`src/rtl/nand_seq_pkg.sv`:
```
package nand_seq_pkg;
    localparam int FIELD_W = 4;

    typedef enum logic [1:0] {
        KIND_CMD   = 2'd0,
        KIND_ADDR  = 2'd1,
        KIND_WDATA = 2'd2,
        KIND_RDATA = 2'd3
    } cyc_kind_t;

    typedef enum logic [2:0] {
        ST_IDLE,
        ST_SETUP,
        ST_STROBE,
        ST_HOLD,
        ST_RBWAIT,
        ST_FINISH
    } seq_state_t;

    // One half of the timing word; first member is most significant.
    typedef struct packed {
        logic [FIELD_W-1:0] rb_wait;
        logic [FIELD_W-1:0] pulse;
        logic [FIELD_W-1:0] hold;
        logic [FIELD_W-1:0] setup;
    } phase_codes_t;
endpackage

```
`src/rtl/nand_rb_sync.sv`:
```
module nand_rb_sync #(
    parameter int STAGES = 2
) (
    input  logic clk,
    input  logic rst_n,
    input  logic async_in,
    output logic sync_out
);
    logic [STAGES-1:0] chain_q;

    always_ff @(posedge clk or negedge rst_n) begin
        if (!rst_n) chain_q <= '0;
        else        chain_q <= {chain_q[STAGES-2:0], async_in};
    end

    assign sync_out = chain_q[STAGES-1];
endmodule

```
`src/rtl/nand_phase_timer.sv`:
```
module nand_phase_timer #(
    parameter int CW = 6
) (
    input  logic          clk,
    input  logic          rst_n,
    input  logic          clr,
    input  logic          load,
    input  logic [CW-1:0] load_val,
    output logic          expired
);
    logic [CW-1:0] cnt_q;

    always_ff @(posedge clk or negedge rst_n) begin
        if (!rst_n)              cnt_q <= '0;
        else if (clr)            cnt_q <= '0;
        else if (load)           cnt_q <= load_val;
        else if (cnt_q != '0)    cnt_q <= cnt_q - 1'b1;
    end

    assign expired = (cnt_q == '0);
endmodule

```
`src/rtl/nand_cycle_seq.sv`:
```
module nand_cycle_seq
    import nand_seq_pkg::*;
#(
    parameter int DW          = 8,
    parameter int SYNC_STAGES = 2
) (
    input  logic          clk,
    input  logic          rst_n,
    input  logic          soft_rst,
    input  logic          ce_force,
    input  logic [31:0]   timing,
    input  logic          req_valid,
    input  logic [1:0]    req_kind,
    input  logic [DW-1:0] req_data,
    output logic [DW-1:0] rd_data,
    output logic          done,
    output logic          ready_stat,
    output logic          nand_ce_n,
    output logic          nand_cle,
    output logic          nand_ale,
    output logic          nand_we_n,
    output logic          nand_re_n,
    output logic [DW-1:0] nand_dq_out,
    output logic          nand_dq_oe,
    input  logic [DW-1:0] nand_dq_in,
    input  logic          nand_rb
);
    localparam int HALF_W = 4 * FIELD_W;
    localparam int CW     = FIELD_W + 2;

    seq_state_t   state_q, state_d;
    cyc_kind_t    kind_q;
    logic [DW-1:0] data_q, rd_q;
    logic         tmr_load, tmr_expired, rb_ready;
    logic [CW-1:0] tmr_val;
    phase_codes_t rd_codes, wr_codes, acc_codes, cur_codes;
    logic         on_bus;

    assign rd_codes  = phase_codes_t'(timing[HALF_W-1:0]);
    assign wr_codes  = phase_codes_t'(timing[2*HALF_W-1:HALF_W]);
    assign acc_codes = (cyc_kind_t'(req_kind) == KIND_RDATA) ? rd_codes : wr_codes;
    assign cur_codes = (kind_q == KIND_RDATA) ? rd_codes : wr_codes;

    nand_rb_sync #(.STAGES(SYNC_STAGES)) u_rb_sync (
        .clk(clk), .rst_n(rst_n), .async_in(nand_rb), .sync_out(rb_ready)
    );

    nand_phase_timer #(.CW(CW)) u_timer (
        .clk(clk), .rst_n(rst_n), .clr(soft_rst), .load(tmr_load),
        .load_val(tmr_val), .expired(tmr_expired)
    );

    // Next-state and timer load
    always_comb begin
        state_d  = state_q;
        tmr_load = 1'b0;
        tmr_val  = '0;
        unique case (state_q)
            ST_IDLE: if (req_valid) begin
                state_d  = ST_SETUP;
                tmr_load = 1'b1;
                tmr_val  = CW'(acc_codes.setup);
            end
            ST_SETUP: if (tmr_expired) begin
                state_d  = ST_STROBE;
                tmr_load = 1'b1;
                tmr_val  = CW'(cur_codes.pulse);
            end
            ST_STROBE: if (tmr_expired) begin
                state_d  = ST_HOLD;
                tmr_load = 1'b1;
                tmr_val  = CW'(cur_codes.hold);
            end
            ST_HOLD: if (tmr_expired) begin
                if (cur_codes.rb_wait == '0) begin
                    state_d = ST_FINISH;
                end else begin
                    state_d  = ST_RBWAIT;
                    tmr_load = 1'b1;
                    tmr_val  = CW'({cur_codes.rb_wait, 1'b0}) - CW'(1);
                end
            end
            ST_RBWAIT: if (tmr_expired) state_d = ST_FINISH;
            ST_FINISH: if (rb_ready) state_d = ST_IDLE;
            default:   state_d = ST_IDLE;
        endcase
        if (soft_rst) begin
            state_d  = ST_IDLE;
            tmr_load = 1'b0;
        end
    end

    // State register and datapath
    always_ff @(posedge clk or negedge rst_n) begin
        if (!rst_n) begin
            state_q <= ST_IDLE;
            kind_q  <= KIND_CMD;
            data_q  <= '0;
            rd_q    <= '0;
        end else begin
            state_q <= state_d;
            if (state_q == ST_IDLE && req_valid && !soft_rst) begin
                kind_q <= cyc_kind_t'(req_kind);
                data_q <= req_data;
            end
            if (state_q == ST_STROBE && tmr_expired && kind_q == KIND_RDATA && !soft_rst)
                rd_q <= nand_dq_in;
        end
    end

    // Outputs
    always_comb begin
        on_bus      = (state_q == ST_SETUP) || (state_q == ST_STROBE) || (state_q == ST_HOLD);
        nand_ce_n   = !(ce_force || state_q != ST_IDLE);
        nand_cle    = on_bus && kind_q == KIND_CMD;
        nand_ale    = on_bus && kind_q == KIND_ADDR;
        nand_we_n   = !(state_q == ST_STROBE && kind_q != KIND_RDATA);
        nand_re_n   = !(state_q == ST_STROBE && kind_q == KIND_RDATA);
        nand_dq_oe  = on_bus && kind_q != KIND_RDATA;
        nand_dq_out = data_q;
        done        = (state_q == ST_FINISH) && rb_ready;
        rd_data     = rd_q;
        ready_stat  = rb_ready;
    end


    strobe_excl_chk: assert property (@(posedge clk) disable iff (!rst_n)
        !(!nand_we_n && !nand_re_n));

    no_drive_on_read_chk: assert property (@(posedge clk) disable iff (!rst_n)
        !(nand_dq_oe && !nand_re_n));

    latch_excl_chk: assert property (@(posedge clk) disable iff (!rst_n)
        !(nand_cle && nand_ale));

    done_needs_ready_chk: assert property (@(posedge clk) disable iff (!rst_n)
        done |-> ready_stat);

    done_pulse_chk: assert property (@(posedge clk) disable iff (!rst_n)
        done |=> !done);

    ce_during_strobe_chk: assert property (@(posedge clk) disable iff (!rst_n)
        (!nand_we_n || !nand_re_n) |-> !nand_ce_n);

    soft_rst_idle_chk: assert property (@(posedge clk) disable iff (!rst_n)
        soft_rst |=> (nand_we_n && nand_re_n && !nand_dq_oe && !done));

    rd_hold_chk: assert property (@(posedge clk) disable iff (!rst_n)
        nand_re_n |=> $stable(rd_data));
endmodule

```
`config.mk`:
```
export PLATFORM = sky130hd
export DESIGN_NAME = nand_cycle_seq
export DESIGN_NICKNAME = d
export VERILOG_FILES = /design/src/rtl/nand_seq_pkg.sv /design/src/rtl/nand_rb_sync.sv /design/src/rtl/nand_phase_timer.sv /design/src/rtl/nand_cycle_seq.sv
export SDC_FILE = /design/constraint.sdc
export NUM_CORES = 1
export LEC_CHECK = 0
export ABC_AREA = 0
export BUFFER_PORTS_ARGS = -buffer_cell sky130_fd_sc_hd__clkbuf_2
export CORE_MARGIN = 2
export CORE_UTILIZATION = 48
export CTS_BUF_LIST = sky130_fd_sc_hd__clkbuf_4
export DETAILED_ROUTE_END_ITERATION = 10
export PLACE_DENSITY = 0.86
export SLEW_MARGIN = 20
export SYNTH_ARGS = -nofsm -noshare
export SYNTH_HDL_FRONTEND = slang
export SYNTH_HIERARCHICAL = 1
export SYNTH_SLANG_ARGS = --single-unit
```
`constraint.sdc`:
```
create_clock -name clk -period 4.98 [get_ports clk]
set_clock_uncertainty 0.05 [all_clocks]
set_input_delay 0.249 -clock clk [delete_from_list [all_inputs] [get_ports clk]]
set_output_delay 0.249 -clock clk [all_outputs]
set_load 0.1 [all_outputs]
```
==> metrics.txt, run 1 <==
global router's overall resource usage=0.2136; Die ar.=4215 sq um; largest net degree at the start of global routing=30; unrepaired setup endpoints after global routing=no; share of synthesized registers carrying an async set or reset=1.000; count of different cell masters after synthesis=49; net count after synthesis=229; post-layout instance count excluding filler cells=300; clock tree from TritonCTS=yes; vias in the first global route=1602; worst setup slack after placement=1.810 ns; remaining antenna violation count after routing=0; antenna fix cells=0; total of max-cap violations=0; H-tree levels=2; number of enable-type register cells in the synthesized netlist=0; number of instances in the synthesized netlist=171; maximum buffer depth of the clock tree=2; first-pass iteration count of the detailed router=4; standby leakage power=0.001122 uW; Synth-to-Final Area Change=27.39%; share of cells above drive strength 1=0.4484; path type of the worst min-delay path=in -> reg; combinational family with the most area after synthesis=simple AND/OR/NAND/NOR gates; syn_area_per_cell=10.42 sq um; antenna violations before repair=0; DR vias=1657; xor-xnor portion of the synthesized cell area=0.02458; critical path data arrival time=3.36 ns; global-route wire length before repair=6.941 mm; detailed placement HPWL=3.290 mm; Final Routed Wirelength=4.230 mm; number of vias per cell=5.523; number of buffers inserted during clock tree synthesis=5; number of rows in the core area=22; period utilisation layout=0.6410; num ports=80; starting utilization of the core area=0.4941; total clock sinks=29; number of storage elements in the synthesis netlist=29; DRC violation count after routing=0; # setup viols final=0; clock period minus worst slack=3.192 ns; floorplan die width=64.93 microns; launch point of the worst path=u_timer/cnt_q[0]; Critical Path End Type=flop; Clock Latency Late Sink=0.33 ns; main flop type after synthesis=dfrtp_1; critical path data required time=5.15 ns; post-route design area=2270 sq um; hold violation count in the final report=0; CTS-repair resized insts=0; origin of the critical flop-to-flop path=u_timer/cnt_q[0]; Clk pin slew, worst setup/hold paths=0.09 ns; complex-gate fraction of the synthesized area=0.1433; sort of element at the start of the critical path=flop; post-synthesis mux area share=0.1868; total congestion overflow=0; slew at the pin closest to its max-slew limit=1.003 ns; number of nets in the layout=309; setup TNS=0 ns; Warnings, synthesis=6; violation count after the first detailed-routing iteration=67; Placement Cell Area=2200 sq um; kind of critical path=reg -> reg; quantity of I/O buffers inserted on ports=79; area of the mapped netlist=1782 sq um; maximum single-stage delay on the critical path=0.81 ns; result of the run=finished clean; number of max-slew violations in the final report=0; highest net fanout along the worst path=10; Max-Slew Margin vs Limit=0.3270; setup slack of the worst register-to-register path=1.79 ns; number of placed cells counting well taps=290; Highest Clock Rate=0.3133 GHz; start point of the worst min-delay path=nand_dq_in[4]; average wire per standard cell=14.10 microns; post-synthesis sequential area ratio=0.4073; post-synthesis share of cell area spent on and, or, nand and nor gates=0.1882; placeable core area=3606 sq um; post-synthesis share of cell area spent on full adders, half adders and majority gates=0.01404; cell chain of the critical path=inv_1, ha_1, nand2b_1, nor2_4, nand3_1, or2_2, a211oi_1, nor3_1, a221o_2; vertical die dimension=64.93 microns; highest-delay cell along the critical path=a211oi_1; final worst slack=1.788 ns; Clock Root Buffer=clkbuf_4; RePlAce Congestion=0.8159; power per cell area=699.4 nW/um^2; final core area utilization=0.6294; peak ir drop on the vdd network=0.5970 mV
-- path summary, 6_finish.rpt --
kind / to / cells after the start
max: u_timer/cnt_q[1] / 9
min: rd_data[4] / 2
max reg2reg: u_timer/cnt_q[1] / 9
min reg2reg: u_rb_sync/chain_q[1] / 0
max in group asynchronous: rd_data[2] / 2
min in group asynchronous: rd_data[4] / 2
-- worst max-delay path, delay by kind of cell (launching register included) --
family | cells | cell delay (ns)
AOI/OAI and AO/OA | 2 | 1.22
and+or+nand+nor | 5 | 1.07
DFF | 1 | 0.44
adders and majority gates | 1 | 0.19
buffers and inverters | 1 | 0.12
-- power breakdown --
| group | internal, uW | switching, uW |
|---|---|---|
| clock network | 50.9 | 79.8 |
| registers | 325 | 79.2 |
| logic | 262 | 791 |
| total | 638 | 950 |
-- per-layer routing --
layer,wire length [microns],global-route usage,share of wire
met3,422,0.07465,0.10
met4,35,0.05585,0.0083
met1,1741,0.2508,0.41
met2,2031,0.3698,0.48
met5,0,0,0
-- cell usage after synthesis (2+ instances only) --
cell | instances | share of area
a21oi_1 | 7 | 0.020
a221oi_1 | 2 | 0.0098
nor2_1 | 7 | 0.015
xor2_1 | 3 | 0.015
nand2b_1 | 4 | 0.014
nor4_1 | 3 | 0.011
mux2i_1 | 13 | 0.073
nand3_1 | 2 | 0.0056
o221ai_1 | 2 | 0.0098
mux2_2 | 18 | 0.11
nand2_1 | 15 | 0.032
ha_1 | 2 | 0.014
xnor2_1 | 2 | 0.0098
o22a_1 | 2 | 0.0098
a2111oi_0 | 2 | 0.0098
nor2b_1 | 3 | 0.011
nor3_1 | 7 | 0.020
buf_2 | 6 | 0.017
o22ai_1 | 2 | 0.0070
o211ai_1 | 2 | 0.0084
a211o_1 | 3 | 0.015
inv_1 | 6 | 0.013
dfrtp_1 | 29 | 0.41
a211oi_1 | 2 | 0.0084
a221o_2 | 2 | 0.013
nor2_4 | 2 | 0.013
-- layout by cell type (no fill, tap or decap), types with 4 or more instances in the layout --
cell / instances
clkbuf_4: 5
mux2_2: 18
a21oi_1: 7
mux2i_1: 13
nor2_1: 7
nand2_1: 15
nand2b_1: 4
inv_1: 6
nor3_1: 7
clkbuf_2: 79
dfrtp_1: 29
-- area by class of cell --
type | count | area [sq um]
repair buffers | 81 | 415.4
flip-flops and latches | 29 | 725.7
multi-input cells | 128 | 996.0
inverters | 6 | 22.52
clock inverters | 3 | 12.51
fillers | 309 | 1336
clock buffers | 5 | 37.54
well taps | 48 | 60.06
-- sequential cells by signal, indices dropped and copies added, names as in the netlist --
signal             count
kind_q                 2
nand_dq_out            8
rd_data                8
state_q                3
u_rb_sync/chain_q      2
u_timer/cnt_q          6
-- cell families (layout without fill, tap and decap cells) --
family          Yosys count  count (layout)
mux                      31              31
fa+ha+maj                 2               2
flops                    29              29
xor+xnor                  5               5
other cells               1               1
compound gates           33              33
simple gates             56              56
buf+inv                  14              95
-- what timing repair did --
action                                  4_1_cts  5_1_grt
buffers inserted                              0        0
hold buffers                                  2        0
hold endpoints to repair                     30        0
endpoints found under the setup margin        0        0
-- per-stage QoR --
stage	power (uW)	hold slack [ns]
2_1_floorplan	1288	-0.09659
3_3_place_gp	1442	0.2823
3_5_place_dp	1462	0.2845
4_1_cts	1594	0.08700
5_1_grt	1669	0.07894
6_report	1587	0.09538
Power figures use the tool's default switching activity.
==> run 2, diff against run 1 <==
- clock period: 4.98 -> 3 ns (I/O delays scaled with it)
==> run 2 against run 1 <==
  * Core utilization rose by 3.6 points
  * Largest cell class unchanged
  * Die area did not move
  * Critical endpoint unchanged
  * Largest power group unchanged
  * Clock-buffer cell count rose by 1
  * Sequential share of layout area fell by 1.7 points
==> metrics.txt, run 2 (same netlist as run 1, synthesis figures left out) <==
peak ir drop on the vdd network=0.8633 mV (+45%); critical path data arrival time=2.90 ns (-0.46 ns); path type of the worst min-delay path=in -> reg; post-layout instance count excluding filler cells=312 (+4.0%); unrepaired setup endpoints after global routing=no; clock tree from TritonCTS=yes; area of the multi-input gates=1002 sq um (+0.63%); remaining antenna violation count after routing=0 (unchanged); storage element area=725.7 sq um (unchanged); share of cells above drive strength 1=0.4432 (-0.005231); Final Routed Wirelength=4.532 mm (+7.1%); Synth-to-Final Area Change=34.62%; Clock Root Buffer=clkbuf_4; kind of critical path=reg -> reg; Max-Slew Margin vs Limit=0.5203 (+0.1933); final core area utilization=0.6652 (+0.03574); num ports=80 (unchanged); clock network power share=0.088 (+0.006); Clock Latency Late Sink=0.33 ns (about the same); largest net degree at the start of global routing=30 (unchanged); detailed placement HPWL=3.395 mm (+3.2%); total of max-cap violations=0 (unchanged); Highest Clock Rate=0.3650 GHz (+16%); post-route design area=2399 sq um (+5.7%); quantity of I/O buffers inserted on ports=79 (unchanged); DRC violation count after routing=0 (unchanged); number of placed cells counting well taps=291 (+0.34%); result of the run=finished clean; Comb pwr share=0.661 (-0.002); # setup viols final=0 (unchanged); post-route total power=2687 uW (+69%); antenna violations before repair=0 (unchanged); maximum buffer depth of the clock tree=2 (unchanged); standby leakage power=0.001180 uW (+5.2%); starting utilization of the core area=0.4941 (unchanged); global-route wire length before repair=7.465 mm (+7.5%); sequential group share of total power=0.252 (-0.002); number of max-slew violations in the final report=0 (unchanged); highest net fanout along the worst path=10 (unchanged); total clock sinks=29 (unchanged); final-layout fill cell count=306 (-0.97%); placeable core area=3606 sq um (unchanged); setup slack of the worst register-to-register path=0.26 ns (-1.53 ns); floorplan die width=64.93 microns (unchanged); Placement Cell Area=2213 sq um (+0.63%); sort of element at the start of the critical path=flop; number of vias per cell=5.494 (-0.54%); slew at the pin closest to its max-slew limit=0.7196 ns (-0.2839 ns); vias in the first global route=1678 (+4.7%); global router's overall resource usage=0.2315 (+0.01797); critical path data required time=3.16 ns (-1.99 ns); Critical Path End Type=flop; number of buffers inserted during clock tree synthesis=5 (unchanged); period utilisation layout=0.9133 (+0.2723); commonest cells after routing, fill and taps aside=clkbuf_2, dfrtp_1, mux2_2, nand2_1; DR vias=1714 (+3.4%); RePlAce Congestion=0.8140 (-0.23%); Clk pin slew, worst setup/hold paths=0.09 ns (about the same); Setup Buffers After CTS=0 (unchanged); vertical die dimension=64.93 microns (unchanged); clock period minus worst slack=2.740 ns (-0.4521 ns); Switching Power=1599 uW (+68%); first-pass iteration count of the detailed router=4 (unchanged); H-tree levels=2 (unchanged); violation count after the first detailed-routing iteration=63 (-6.0%); power per cell area=1120 nW/um^2 (+60%); number of nets in the layout=321 (+3.9%); antenna fix cells=0 (unchanged); switching fraction of total power=0.5951 (-0.003290); number of rows in the core area=22 (unchanged); Die ar.=4215 sq um (unchanged); average wire per standard cell=14.53 microns (+3.0%); hold violation count in the final report=0 (unchanged); total congestion overflow=0 (unchanged); leading cell type in the layout, fill and taps excluded=clkbuf_2; Internal Pwr Total=1088 uW (+71%)
[run 2: metal layers]
metal  up-vias  part of all wire  track usage  wire length (microns)
met1       807              0.41       0.2749                   1852
met3        14             0.084      0.07813                    379
met2        73              0.48       0.3827                   2190
li1        820                 -            -                      -
met5         -                 0            0                      0
met4         0             0.024      0.09574                    109
[run 2: per-stage QoR]
| stage | hold slack, ns | TNS, ns | setup WS (ns) |
|---|---|---|---|
| 5_1_grt | -0.002357 | 0 | 0.02109 |
| 3_3_place_gp | 0.1804 | 0 | 0.4086 |
| 3_5_place_dp | 0.1948 | 0 | 0.2977 |
| 6_report | 0.009122 | 0 | 0.2600 |
| 4_1_cts | 0.003591 | 0 | 0.2781 |
| 2_1_floorplan | -0.1956 | -1.430 | -0.6735 |
[run 2: power groups by stage]
| stage | clock, uW | combinational [uW] | sequential [uW] |
|---|---|---|---|
| after global routing | 263 | 1870 | 705 |
| after detailed placement | 0 | 1760 | 680 |
| final | 236 | 1780 | 676 |
| after floorplan | 0 | 818 | 1330 |
| after global placement | 0 | 1730 | 669 |
| after CTS | 243 | 1770 | 674 |
[run 2: worst max-delay path, cell delays in order (launching register included)]
cell and delay [ns]:
dfrtp_1 0.43, inv_1 0.12, ha_1 0.21, nand2b_1 0.13, nor2_4 0.22, nand3_1 0.20, or2_2 0.37, a211oi_1 0.23
buf_4 0.20, nor3_1 0.06, a221o_2 0.40
[run 2: worst paths after layout]
| kind | startpoint | end | cells past startpoint |
|---|---|---|---|
| min reg2reg | u_rb_sync/chain_q[0] | u_rb_sync/chain_q[1] | 0 |
| min in group asynchronous | rst_n | rd_data[2] | 2 |
| max | u_timer/cnt_q[0] | u_timer/cnt_q[1] | 10 |
| max in group asynchronous | rst_n | nand_dq_out[1] | 2 |
| max reg2reg | u_timer/cnt_q[0] | u_timer/cnt_q[1] | 10 |
| min | nand_dq_in[1] | rd_data[1] | 2 |
[run 2: area by class of cell]
type                    instances  share of cell area
multi-input cells             128              0.4178
inverters                       6            0.009390
well taps                      48             0.02504
clock inverters                 2            0.004173
clock buffers                   6             0.01878
flip-flops and latches         29              0.3026
repair buffers                 93              0.2222
[run 2: repair_timing]
action | CTS | global route
hold buffers | 10 | 3
gates resized for setup | 0 | 0
endpoints found under the setup margin | 0 | 1
endpoints found under the hold margin | 38 | 3
